**config.mk**
```make
export PLATFORM = sky130hd
export DESIGN_NAME = zc_valley_counter
export DESIGN_NICKNAME = d
export VERILOG_FILES = /design/src/rtl/zc_valley_counter.sv
export SDC_FILE = /design/constraint.sdc
export NUM_CORES = 1
export LEC_CHECK = 0
export BUFFER_PORTS_ARGS = -buffer_cell sky130_fd_sc_hd__buf_4
export CAP_MARGIN = 20
export CELL_PAD_IN_SITES_DETAIL_PLACEMENT = 1
export CELL_PAD_IN_SITES_GLOBAL_PLACEMENT = 1
export CORE_UTILIZATION = 43
export DETAILED_ROUTE_END_ITERATION = 8
export GPL_TIMING_DRIVEN = 0
export HOLD_SLACK_MARGIN = 0.03
export PLACE_DENSITY_LB_ADDON = 0.1
export SYNTH_ARGS = -nofsm -noshare
export SYNTH_HDL_FRONTEND = slang
export SYNTH_SLANG_ARGS = --single-unit
```
**constraint.sdc**
```tcl
create_clock -name clk -period 4.5 [get_ports clk]
set_clock_uncertainty 0.1 [all_clocks]
set_input_delay 0.675 -clock clk [delete_from_list [all_inputs] [get_ports clk]]
set_output_delay 0.675 -clock clk [all_outputs]
set_load 0.01 [all_outputs]
```
**src/rtl/zc_valley_counter.sv**
```systemverilog
module zc_valley_counter #(
  parameter int SYNC_STAGES  = 2,
  parameter int BLANK_CYCLES = 12,
  parameter int CNT_W        = 3
) (
  input  logic             clk,
  input  logic             rst_n,
  input  logic             zc_below_i,
  input  logic             ovp_i,
  input  logic             drv_i,
  input  logic [CNT_W-1:0] valley_target_i,
  output logic             turn_on_o,
  output logic [CNT_W-1:0] zc_count_o,
  output logic             fault_o
);

  localparam logic [CNT_W-1:0] CNT_MAX = '1;
  localparam int BW = $clog2(BLANK_CYCLES + 1);
  localparam logic [BW-1:0] BLANK_LAST = BW'(BLANK_CYCLES - 1);

  logic [SYNC_STAGES-1:0] zc_sync, ovp_sync;
  logic zc_prev, drv_prev;
  logic [CNT_W-1:0] cnt_q;
  logic [BW-1:0] blank_q;
  logic fault_q, pulse_q;

  always_ff @(posedge clk or negedge rst_n) begin
    if (!rst_n) begin
      zc_sync  <= '0;
      ovp_sync <= '0;
      zc_prev  <= 1'b0;
      drv_prev <= 1'b0;
    end else begin
      zc_sync  <= {zc_sync[SYNC_STAGES-2:0], zc_below_i};
      ovp_sync <= {ovp_sync[SYNC_STAGES-2:0], ovp_i};
      zc_prev  <= zc_sync[SYNC_STAGES-1];
      drv_prev <= drv_i;
    end
  end

  wire zc_s      = zc_sync[SYNC_STAGES-1];
  wire ovp_s     = ovp_sync[SYNC_STAGES-1];
  wire sw_off    = ~drv_i;
  wire drv_rise  = drv_i & ~drv_prev;
  wire zc_evt    = zc_s & ~zc_prev & sw_off;
  wire can_inc   = zc_evt & (cnt_q != CNT_MAX);
  wire [CNT_W-1:0] cnt_inc = cnt_q + 1'b1;
  wire ovp_run   = sw_off & ovp_s;
  wire fault_set = ovp_run & (blank_q == BLANK_LAST) & ~fault_q;
  wire hit       = can_inc & (cnt_inc == valley_target_i) & ~fault_q & ~fault_set;

  always_ff @(posedge clk or negedge rst_n) begin
    if (!rst_n) begin
      cnt_q   <= '0;
      pulse_q <= 1'b0;
    end else begin
      pulse_q <= hit & ~drv_rise;
      if (drv_rise)     cnt_q <= '0;
      else if (can_inc) cnt_q <= cnt_inc;
    end
  end

  always_ff @(posedge clk or negedge rst_n) begin
    if (!rst_n) begin
      blank_q <= '0;
      fault_q <= 1'b0;
    end else begin
      if (fault_set) fault_q <= 1'b1;
      if (!ovp_run || fault_q) blank_q <= '0;
      else if (blank_q != BLANK_LAST) blank_q <= blank_q + 1'b1;
    end
  end

  assign zc_count_o = cnt_q;
  assign turn_on_o  = pulse_q;
  assign fault_o    = fault_q;


  count_step_chk: assert property (@(posedge clk) disable iff (!rst_n)
    !drv_rise |=> (zc_count_o == $past(zc_count_o)) || (zc_count_o == $past(zc_count_o) + 1'b1));


  count_sat_chk: assert property (@(posedge clk) disable iff (!rst_n)
    (zc_count_o == CNT_MAX) && !drv_rise |=> zc_count_o == CNT_MAX);


  drv_clear_chk: assert property (@(posedge clk) disable iff (!rst_n)
    drv_rise |=> zc_count_o == '0);


  pulse_width_chk: assert property (@(posedge clk) disable iff (!rst_n)
    turn_on_o |=> !turn_on_o);


  pulse_count_chk: assert property (@(posedge clk) disable iff (!rst_n)
    turn_on_o |-> (zc_count_o != '0) && (zc_count_o != $past(zc_count_o)));


  fault_cause_chk: assert property (@(posedge clk) disable iff (!rst_n)
    $rose(fault_o) |-> $past(ovp_s) && !$past(drv_i));


  fault_sticky_chk: assert property (@(posedge clk) disable iff (!rst_n)
    fault_o |=> fault_o);


  fault_quiet_chk: assert property (@(posedge clk) disable iff (!rst_n)
    fault_o |-> !turn_on_o);

endmodule

```
# [Word level (Yosys, flattened, before mapping)]
# Cells that the tools add are included.
[op_classes] n_addsub=2 n_eq_ne=4 n_mux=4 bitwise=17 n_reduce_logical=4
[ops] operator="AND 1 bit" n=11
[ops] operator="two-way mux 4 bit" n=2
[ops] operator="two-way mux 3 bit" n=2
[ops] operator="inverter 1 bit" n=6
[ops] operator="adder 4 x 1 -> 4 bit (second input constant)" n=1
[ops] operator="equality test 4 bit (second input constant)" n=1
[ops] operator="!= test 4 bit (second input constant)" n=1
[ops] operator="nonzero test 2 bit" n=2
[ops] operator="adder 3 x 1 -> 3 bit (second input constant)" n=1
[ops] operator="equality test 3 bit" n=1
[ops] operator="!= test 3 bit (second input constant)" n=1
[ops] operator="zero test 1 bit" n=1
[ops] operator="logical OR 1 bit" n=1
[word_totals] register_bits=15 out_inout_bits=5 elab_cells=39

# [Logic depth before layout (Yosys ltp)]
[depth] word_depth=8 depth_mapped=5 ltp_nobuf=5

# [Worst setup path after synthesis]
# OpenSTA, ideal clock, no wires.
[synth_path] kind="flip-flop to flip-flop" from="register cnt_q[0] (netlist: zc_count_o[0])" to="register cnt_q[1] (netlist: zc_count_o[1])" setup_ps=124 arrival_time_ps=1429 required_ps=4276 path_slack_ps=2848 path_stages_with_launch=6 n_path_buf=0 cell_sequence="dfrtp_1 ha_1 ha_1 nor4b_4 mux2i_1 nor2_1"
[synth_via] elab_chain_len=3 word_cells_on_any_way=6
[synth_lines] element="start, declared" line_no="23" text="logic [CNT_W-1:0] cnt_q;"
[synth_lines] element="start signal, assigned" line_no="59" text="else if (can_inc) cnt_q <= cnt_inc;"
[synth_lines] element="adder 3 x 1 -> 3 bit / != test 3 bit (equally long branches)" line_no="47, 46"
[synth_lines] element="two-way mux 3 bit / AND 1 bit (equally long branches)" line_no="59, 46"
[synth_lines] element="two-way mux 3 bit / nonzero test 2 bit (equally long branches)"
# Parallel ways exist; a longest one is shown, timed or not. The select of a mux whose other input is x is not followed.
# A chain may end at the register's enable or synchronous reset.

# [Worst setup path after layout]
[layout_path] from="register cnt_q[0] (netlist: zc_count_o[0])" to="register cnt_q[2] (netlist: zc_count_o[2])"
# Same word-level chain as after synthesis.

==> impl_metrics.py <==
metrics = {
    "global_route": {
        "overflow": 0,
        "grt_pass1_wl_um": 1680,
        "antenna_found_initial": 0,
        "grt_max_degree": 16,
        "first_global_vias": 381,
        "grt_usage_pct": 17.7,
    },
    "worst_setup_path": {
        "crit_type": "reg -> reg",
        "critical_path.top_delay_family": "adder cells",
        "reg2reg_slack_ns": 2.70,
        "crit_path_frequent_cell": "ha_1",
        "worstSetupEndpointType": "flip-flop",
        "max_stage_delay_ns": 0.44,
        "crit_chain": "ha_1 -> ha_1 -> nor4b_4 -> mux2i_1 -> nor2_1",
        "required_ns": 4.56,
        "endpoint": "zc_count_o[2]",
        "reg2reg_from": "zc_count_o[0]",
        "arrival_ns": 1.86,
        "cp_slowest_cell": "dfrtp_1",
        "r2r_end": "zc_count_o[2]",
        "critPathBufInv": 0,
        "ff2ff_path_depth": 5,
        "cp-start-kind": "flip-flop",
        "cp.depth": 5,
        "critPathLaunch": "zc_count_o[0]",
        "worstPathMaxFanout": 4,
    },
    "die": {
        "die_h_um": 39.6,
        "die_width_um": 39.6,
        "rows": 13,
        "floorplan.initialDensity_pct": 46.7,
        "io_pins": 13,
        "core_area_um2": 1300,
        "die_area_um2": 1570,
    },
    "detailed_routing": {
        "drt_wl_total_um": 1120,
        "first_iter_violations": 1,
        "vias_per_cell": 5.07,
        "final_antenna_net_count": 0,
        "drc_errors": 0,
        "vias": 385,
        "drt-pass1-iter-count": 3,
        "drt-wirelength-per-cell_um": 14.7,
    },
    "clock_tree": {
        "ctsRootBufferMaster": "clkbuf_4",
        "cts_hold_buf": 0,
        "cts-htree-levels": 1,
        "numCtsBuffers": 3,
        "cts_tree": "yes",
        "path_clk_slew_ns": 0.08,
        "postCtsSetupBuffers": 0,
        "clk_latency_ns": 0.28,
        "clock_path_buffers": 2,
        "cts_resized": 0,
        "clock_sinks": 15,
    },
    "logic_synthesis": {
        "synth_top_cell_by_area": "dfrtp_1",
        "yosysTopAreaCellShare_pct": 61.7,
        "synth_area_leaders": "dfrtp_1 (62%), mux2i_1 (6.6%), ha_1 (6.2%), nor2_1 (4.9%), xnor2_1 (4.3%)",
        "yosys_warnings": 0,
        "synth.most_common_cell": "dfrtp_1",
        "syn-num-nets": 56,
        "synth-compound-area-share_pct": 1.23,
        "synth_ff_type": "dfrtp_1",
        "synthArstFlopShare_pct": 100,
        "synth_edf_count": 0,
        "netlist-cell-type-count": 14,
        "synthMuxAreaShare_pct": 6.58,
        "synth_seq_cells": 15,
        "synth_top_family_by_area": "simple AND/OR/NAND/NOR gates",
        "synthTopCellsByCount": "dfrtp_1 (15), nor2_1 (8), mux2i_1 (4)",
        "synth-xor-area-share_pct": 8.64,
        "ys_seq_area_share_pct": 61.7,
        "avgSynthCellArea_um2": 13.5,
        "synthCells": 45,
        "synth-simple-area-share_pct": 15.6,
        "netlist_area_um2": 608,
        "synth_fa_ha_area_share_pct": 6.17,
    },
    "layout": {
        "finalNetCount": 73,
        "layout-drive-gt1-share_pct": 29.5,
        "area_growth_pct": 22.4,
        "fin_util_pct": 57.2,
        "n_antenna_cell": 0,
        "fin_cells": 76,
        "fillCellCount": 141,
        "final_cell_area_um2": 744,
    },
    "power": {
        "irDropWorstVdd_uv": 220,
        "p_seq_share_pct": 58.4,
        "pwr-share-clk_pct": 29.0,
        "p_int_mw": 0.191,
        "swShare_pct": 23.9,
        "power_frac_comb_pct": 12.7,
        "total_power_mw": 0.251,
        "power.density_nw_per_um2": 337,
        "p_leak_nw": 0.371,
        "switchingPower_mw": 0.0601,
    },
    "sta": {
        "setup_viol": 0,
        "clock.fmax_ghz": 0.556,
        "period_share_pct": 40.0,
        "fin_tns_setup_ns": 0,
        "finalHoldViolCount": 0,
        "slew_viol_final": 0,
        "worst_pin_slew_ns": 0.370,
        "hold_ws_ns": 0.133,
        "fin_ws_ns": 2.70,
        "slew-limit-headroom_pct": 75.3,
        "grt_setup_unrepaired": "false",
        "fin_crit_ns": 1.80,
    },
    "place": {
        "preCtsSetupSlack_ns": 2.71,
        "place_area_um2": 717,
        "numPlacedInstances": 72,
        "port_buffers": 12,
        "gp_congestion": 0.639,
    },
    "min_path": {
        "hp-class": "in -> async",
    },
    "outcome": {
        "outcome": "completed",
    },
    "run": {
        "maxCapViolations": 0,
    },
}
## power by group through the flow
stage / combinational [mW] / clock [mW] / sequential, mW
final: 0.0318 / 0.0727 / 0.146
after global routing: 0.0354 / 0.0818 / 0.147
after global placement: 0.0302 / 0 / 0.148
after floorplan: 0.0150 / 0 / 0.149
after CTS: 0.0326 / 0.0772 / 0.147
after detailed placement: 0.0324 / 0 / 0.149
## worst min path at each step
stage,startpoint,endpoint,depth (start not counted)
after CTS,rst_n,blank_q[2],1
after global placement,ovp_sync[0],ovp_sync[1],0
after detailed placement,ovp_sync[0],ovp_sync[1],0
final,rst_n,blank_q[2],1
after global routing,rst_n,blank_q[3],1
after floorplan,ovp_sync[0],ovp_sync[1],0
## final cells by class
cell class / count / area [µm²] / share of cell area (%)
Clock buffer: 3 / 22.5 / 3.03
Clock inverter: 1 / 5.00 / 0.672
Multi-Input combinational cell: 30 / 233 / 31.3
Sequential cell: 15 / 375 / 50.4
Tap cell: 15 / 18.8 / 2.52
Timing Repair Buffer: 12 / 90.1 / 12.1
## sequential cells by signal (all words and copies together) (netlist names)
name / cells
zc_count_o: 3
zc_sync: 2
fault_o: 1
drv_prev: 1
ovp_sync: 2
turn_on_o: 1
blank_q: 4
zc_prev: 1
## cell usage in the layout (no fill, tap or decap), drive strengths merged
master / n
or2: 1
nand2b: 1
nand3b: 1
dfrtp: 15
o21bai: 1
nor3: 1
xor2: 3
buf: 12
nor4b: 1
mux2i: 4
clkbuf: 3
nor2b: 1
xnor2: 3
ha: 3
clkinv: 1
nand3: 2
nor2: 8
## cell families after synthesis
kind of cell,after synthesis
xor+xnor,6
compound gates,1
simple gates,16
mux,4
flops,15
fa+ha+maj,3
## per-layer routing
metal  track usage [%]  vias to the layer above  wire [µm]
met5                 0                        -          0
met1              19.0                      194        440
met3              5.11                        2         30
li1                  -                      182          -
met4              10.3                        0          8
met2              30.3                        7        639
No activity file was read; power rests on OpenSTA's default activity.
